<file path="src/rtl/esc_pkg.sv">
// Shared types for the embedded sync code decoder.
// Assumes byte-wide codes; the marker preamble is 0xFF 0x00 0x00.
package esc_pkg;
    localparam int CODE_W = 8;

    typedef enum logic [1:0] {
        M_IDLE   = 2'd0,
        M_FF     = 2'd1,
        M_FF00   = 2'd2,
        M_FF0000 = 2'd3
    } match_st_t;

    typedef struct packed {
        logic fs;
        logic fe;
        logic ls;
        logic le;
    } sync_evt_t;
endpackage

</file>
<file path="src/rtl/esc_preamble_match.sv">
// Preamble matcher: tracks 0xFF 0x00 0x00 over valid bytes.
// Flags the code byte and every byte that is part of a marker.
// Assumes din is only meaningful when din_valid is high.
module esc_preamble_match
    import esc_pkg::*;
#(
    parameter int W = CODE_W
) (
    input  logic         clk,
    input  logic         rst_n,
    input  logic [W-1:0] din,
    input  logic         din_valid,
    output logic         code_strobe,
    output logic         sync_byte
);
    localparam logic [W-1:0] ONES  = {W{1'b1}};
    localparam logic [W-1:0] ZEROS = {W{1'b0}};

    match_st_t st_q, st_d;

    // Next matcher state for the byte on din.
    always_comb begin
        st_d = st_q;
        if (din_valid) begin
            if (st_q == M_FF0000)        st_d = M_IDLE;
            else if (din == ONES)        st_d = M_FF;
            else if (din == ZEROS && st_q == M_FF)   st_d = M_FF00;
            else if (din == ZEROS && st_q == M_FF00) st_d = M_FF0000;
            else                         st_d = M_IDLE;
        end
    end

    // Matcher state register.
    always_ff @(posedge clk) begin
        if (!rst_n) st_q <= M_IDLE;
        else        st_q <= st_d;
    end

    // Code byte is the valid byte after a full preamble.
    assign code_strobe = din_valid && (st_q == M_FF0000);

    // Marker bytes are held back from the pass-through path.
    assign sync_byte = din_valid &&
                       ((st_q == M_FF0000) || (din == ONES) ||
                        (din == ZEROS && (st_q == M_FF || st_q == M_FF00)));

    // idle cycles leave the matcher alone.
    assert_idle_holds_state_R3: assert property (@(posedge clk) disable iff (!rst_n)
        !din_valid |=> $stable(st_q));

    // after any code byte the matcher is idle.
    assert_code_returns_idle_R5: assert property (@(posedge clk) disable iff (!rst_n)
        code_strobe |=> (st_q == M_IDLE));
endmodule

</file>
<file path="src/rtl/esc_code_classify.sv">
// Code classifier: maps a code byte to at most one event class
// (plus an implied frame start in the disabled-start mode).
// Pure combinational; assumes code_strobe marks a real code byte.
module esc_code_classify
    import esc_pkg::*;
#(
    parameter int W = CODE_W
) (
    input  logic [W-1:0]   code,
    input  logic           code_strobe,
    input  logic [4*W-1:0] codes_cfg,
    input  logic           frame_active,
    output sync_evt_t      hits
);
    localparam logic [W-1:0] ONES = {W{1'b1}};

    logic [W-1:0] c_fs, c_ls, c_le, c_fe;
    logic fs_dis, fe_wild;
    logic fs_m, fe_m, ls_m, le_m;

    assign c_fs = codes_cfg[0*W +: W];
    assign c_ls = codes_cfg[1*W +: W];
    assign c_le = codes_cfg[2*W +: W];
    assign c_fe = codes_cfg[3*W +: W];

    assign fs_dis  = (c_fs == ONES);
    assign fe_wild = (c_fe == ONES);

    // Priority compare: start, end, line start, line end.
    always_comb begin
        fs_m = code_strobe && !fs_dis && (code == c_fs);
        fe_m = code_strobe && !fs_m &&
               ((code == c_fe) ||
                (fe_wild && code != c_fs && code != c_ls && code != c_le));
        ls_m = code_strobe && !fs_m && !fe_m && (code == c_ls);
        le_m = code_strobe && !fs_m && !fe_m && !ls_m && (code == c_le);
        hits.fs = fs_m || (fs_dis && ls_m && !frame_active);
        hits.fe = fe_m;
        hits.ls = ls_m;
        hits.le = le_m;
    end
endmodule

</file>
<file path="src/rtl/esc_frame_track.sv">
// Event and frame tracker: registers the event pulses, keeps the
// frame-active flag and forwards in-frame non-marker bytes.
// Assumes hits are at most one class besides a paired fs/ls.
module esc_frame_track
    import esc_pkg::*;
#(
    parameter int W = CODE_W
) (
    input  logic         clk,
    input  logic         rst_n,
    input  sync_evt_t    hits,
    input  logic [W-1:0] din,
    input  logic         din_valid,
    input  logic         sync_byte,
    output sync_evt_t    evt_q,
    output logic         active_q,
    output logic         pix_valid_q,
    output logic [W-1:0] pix_data_q
);
    // Event pulses, frame state and forwarded byte registers.
    always_ff @(posedge clk) begin
        if (!rst_n) begin
            evt_q       <= '0;
            active_q    <= 1'b0;
            pix_valid_q <= 1'b0;
            pix_data_q  <= '0;
        end else begin
            evt_q       <= hits;
            if (hits.fs)      active_q <= 1'b1;
            else if (hits.fe) active_q <= 1'b0;
            pix_valid_q <= din_valid && !sync_byte && active_q;
            if (din_valid) pix_data_q <= din;
        end
    end

    // each event lasts one cycle (markers are 4 bytes apart).
    assert_event_single_cycle_R2: assert property (@(posedge clk) disable iff (!rst_n)
        (evt_q != '0) |=> (evt_q == '0));

    // active follows start and end pulses.
    assert_active_on_start_R9: assert property (@(posedge clk) disable iff (!rst_n)
        evt_q.fs |-> active_q);
    assert_inactive_on_end_R9: assert property (@(posedge clk) disable iff (!rst_n)
        evt_q.fe |-> !active_q);
endmodule

</file>
<file path="src/rtl/esc_sync_decoder.sv">
// Embedded sync code decoder top: matcher, classifier and tracker.
// Assumes codes_cfg is stable while markers are in flight.
module esc_sync_decoder
    import esc_pkg::*;
#(
    parameter int W = CODE_W
) (
    input  logic           clk,
    input  logic           rst_n,
    input  logic [W-1:0]   din,
    input  logic           din_valid,
    input  logic [4*W-1:0] codes_cfg,
    output logic           frame_start_o,
    output logic           frame_end_o,
    output logic           line_start_o,
    output logic           line_end_o,
    output logic           frame_active_o,
    output logic           pix_valid_o,
    output logic [W-1:0]   pix_data_o
);
    logic      code_strobe, sync_byte;
    sync_evt_t hits, evt_q;

    esc_preamble_match #(.W(W)) u_match (
        .clk(clk), .rst_n(rst_n), .din(din), .din_valid(din_valid),
        .code_strobe(code_strobe), .sync_byte(sync_byte)
    );

    esc_code_classify #(.W(W)) u_class (
        .code(din), .code_strobe(code_strobe), .codes_cfg(codes_cfg),
        .frame_active(frame_active_o), .hits(hits)
    );

    esc_frame_track #(.W(W)) u_track (
        .clk(clk), .rst_n(rst_n), .hits(hits), .din(din),
        .din_valid(din_valid), .sync_byte(sync_byte), .evt_q(evt_q),
        .active_q(frame_active_o), .pix_valid_q(pix_valid_o),
        .pix_data_q(pix_data_o)
    );

    assign frame_start_o = evt_q.fs;
    assign frame_end_o   = evt_q.fe;
    assign line_start_o  = evt_q.ls;
    assign line_end_o    = evt_q.le;

    // only one class fires (start may pair with line start).
    assert_single_class_R6: assert property (@(posedge clk) disable iff (!rst_n)
        $onehot0({frame_start_o, frame_end_o, line_end_o}) &&
        !(frame_end_o && line_start_o) && !(line_end_o && line_start_o));

    // no event unless a byte was consumed at the previous edge.
    assert_event_needs_valid_R3: assert property (@(posedge clk) disable iff (!rst_n)
        (frame_start_o || frame_end_o || line_start_o || line_end_o) |-> $past(din_valid));

    // forwarded bytes arrive only from an open frame.
    assert_pass_needs_frame_R10: assert property (@(posedge clk) disable iff (!rst_n)
        pix_valid_o |-> ($past(frame_active_o) && $past(din_valid)));
endmodule

</file>
<file path="config.mk">
export PLATFORM = sky130hd
export DESIGN_NAME = esc_sync_decoder
export DESIGN_NICKNAME = d
export VERILOG_FILES = /design/src/rtl/esc_pkg.sv /design/src/rtl/esc_preamble_match.sv /design/src/rtl/esc_code_classify.sv /design/src/rtl/esc_frame_track.sv /design/src/rtl/esc_sync_decoder.sv
export SDC_FILE = /design/constraint.sdc
export NUM_CORES = 1
export LEC_CHECK = 0
export ABC_AREA = 1
export BUFFER_PORTS_ARGS = -buffer_cell sky130_fd_sc_hd__clkbuf_2
export CORE_UTILIZATION = 45
export DETAILED_ROUTE_END_ITERATION = 12
export HOLD_SLACK_MARGIN = 0.02
export PLACE_DENSITY = 0.76
export SETUP_SLACK_MARGIN = 0.05
export SLEW_MARGIN = 40
export SYNTH_ARGS = -nofsm -noshare
export SYNTH_HDL_FRONTEND = slang
export SYNTH_SLANG_ARGS = --single-unit
</file>
<file path="constraint.sdc">
create_clock -name clk -period 1.6 [get_ports clk]
set_input_delay 0.08 -clock clk [delete_from_list [all_inputs] [get_ports clk]]
set_output_delay 0.08 -clock clk [all_outputs]
set_load 0.05 [all_outputs]
</file>
==> flow_summary.ini <==
[floorplan]
ios = 57
die_h_um = 54.9
fp.coreArea_um2 = 2570
start_util = 0.491
fp-row-count = 18
fp.dieW_um = 54.9
dieArea_um2 = 3020

[clock_network]
post_cts_buffers = 0
cts_made_buffers = 3
cts_buffer_depth = 2
htreeDepth = 1
ctsHoldBuffers = 0
clkLatencyLatePin_ns = 0.28
post_cts_resized = 0
clk_pin_slew_ns = 0.08
cts_sinks = 16
cts_tree = built
cts_root_buf = clkbuf_4

[setup_path]
cp-startpoint = u_match.st_q[0]
critPathMaxFanout = 4
endpoint_kind = flop
timing.rr.start = u_match.st_q[0]
cp-start-kind = flop
critPathKind = flop to flop
crit_arrival_ns = 1.57
r2r_cells = 10
cp_data_required_time_ns = 1.78

[final_layout]
layoutNonFillerInstCount = 280
fin_nets = 298
fillerInstances = 263
final-seq-area_um2 = 323
area_growth_pct = 23.4
drive_above_1_share = 0.312
diodes = 0
multiInputGateArea_um2 = 785
design_area_um2 = 1560

[synth]
ys_async_sr_fraction = 0
ys_warn_count = 0
ys_seq_elements = 16
ys_seq_area_frac = 0.254
netlist-cell-type-count = 22
synth_area_per_cell_um2 = 6.40
syn_area_um2 = 1260
synth_flop_cell = dfxtp_1
synthCells = 197
synth_edf_count = 0
syn_nets = 243

[timing]
rsz0062_at_grt = no
finalHoldWorstSlack_ns = 0.137
finalSetupTns_ns = 0
setup_viol = 0
timing.fmax_mhz = 716
finalCritPeriodShare = 0.873
worst_pin_slew_ns = 0.277
finalMaxSlewViolations = 0
skew_ns = 0.00491
max_slew_margin = 0.816
period_needed_ns = 1.40
finalHoldViolCount = 0

[global_routing]
grt_pass1_wl_um = 4730
antenna_found_initial = 0
track_usage = 0.218
grt_max_degree = 20
grt_overflow = 0
grt_pass1_vias = 1202

[route]
drcViolationCount = 0
post_drt_wl_per_cell_um = 9.99
via_per_inst = 4.63
first_iter_violations = 13
wl_um = 2800
dr.pass1.iters = 4
ant_nets = 0
vias = 1295

[min_path]
hold_depth = 4
min-delay-start = din_valid
worstHoldPathType = primary input to flop

[power_and_ir_drop]
p_leak_nw = 0.835
ir_worst_vdd_v = 0.000572
p_per_area_nw_per_um2 = 588
p_total_mw = 0.915

[place]
placed_cell_area_um2 = 1530
dp_hpwl_um = 2420
gp_congestion = 0.778
port_buffers = 56
dp.cells = 277

[run_status]
outcome = finished, final reports clean

[job]
max_cap_violations = 0
==> worst max-delay path: stages (launching register included) <==
cell	delay (ns)
dfxtp_2	0.36
ha_2	0.18
nand2_1	0.08
a21oi_1	0.13
nand3_1	0.11
nand2_1	0.10
inv_1	0.07
nand4_1	0.09
nand2_1	0.05
nand2_1	0.07
nand2_1	0.05
==> per-stage QoR <==
| stage | setup WS (ns) | util |
|---|---|---|
| 6_report | 0.202 | 0.606 |
| 5_1_grt | 0.0521 | 0.606 |
| 4_1_cts | 0.155 | 0.604 |
| 3_5_place_dp | 0.172 | 0.596 |
| 3_3_place_gp | 0.247 | 0.596 |
| 2_1_floorplan | 0.316 | - |
==> cells in the mapped netlist, types with 4 or more instances <==
master	count	area [um2]
xnor2_1	22	193
nand2_1	64	240
nor2_1	16	60.1
dfxtp_1	16	320
inv_2	6	22.5
nand3_1	4	20.0
buf_6	4	45.0
inv_1	21	78.8
a21oi_1	9	45.0
nand4_1	6	37.5
o21ai_0	10	50.1
==> metal layers <==
layer  vias up  GRT usage  share of wire
met4         0     0.0375         0.0068
met1       541      0.271           0.49
met2        34      0.386           0.46
met3         2     0.0492          0.045
met5         -          0              0
li1        718          -              -
==> where the power goes <==
group	switching [mW]	internal, mW
combinational	0.178	0.116
clock	0.112	0.0873
sequential	0.00722	0.413
total	0.298	0.617
==> worst paths after layout <==
| check | to | slack [ns] |
|---|---|---|
| setup / recovery | u_track.active_q | 0.20 |
| setup reg to reg | u_track.active_q | 0.20 |
| hold reg to reg | u_match.st_q[0] | 0.50 |
| hold / removal | u_match.st_q[1] | 0.14 |
==> area by class of cell <==
class	count	area share
repair buffers	57	0.185
flip-flops and latches	16	0.207
inverters	27	0.0651
multi-input cells	147	0.504
clock buffers	3	0.0145
well taps	30	0.0241
==> flip-flops by register name, indices dropped and copies added, names as in the netlist <==
signal,flops
u_track.active_q,1
u_match.st_q,2
u_track.evt_q,4
u_track.pix_data_q,8
u_track.pix_valid_q,1
==> cell families after synthesis <==
group           Yosys count  synth area share
flops                    16             0.254
simple gates            102             0.356
compound gates           20            0.0814
buf+inv                  34             0.126
xor+xnor                 22             0.153
fa+ha+maj                 3            0.0298
==> cell usage in the layout (no fill, tap or decap) <==
cell / count
clkbuf_4: 3
clkbuf_2: 56
inv_2: 6
xnor2_1: 22
a21oi_1: 9
nor2_2: 3
dfxtp_1: 14
inv_1: 21
nand2_1: 64
nand2_2: 2
nor3_1: 2
o211ai_1: 1
nor2_4: 1
nand3_1: 4
nor4_2: 1
nor3_2: 2
nand4_1: 6
ha_2: 1
dfxtp_2: 2
o21ai_0: 10
nor4_1: 1
ha_1: 2
nor2_1: 16
buf_4: 1
No activity file was read; power rests on OpenSTA's default activity.
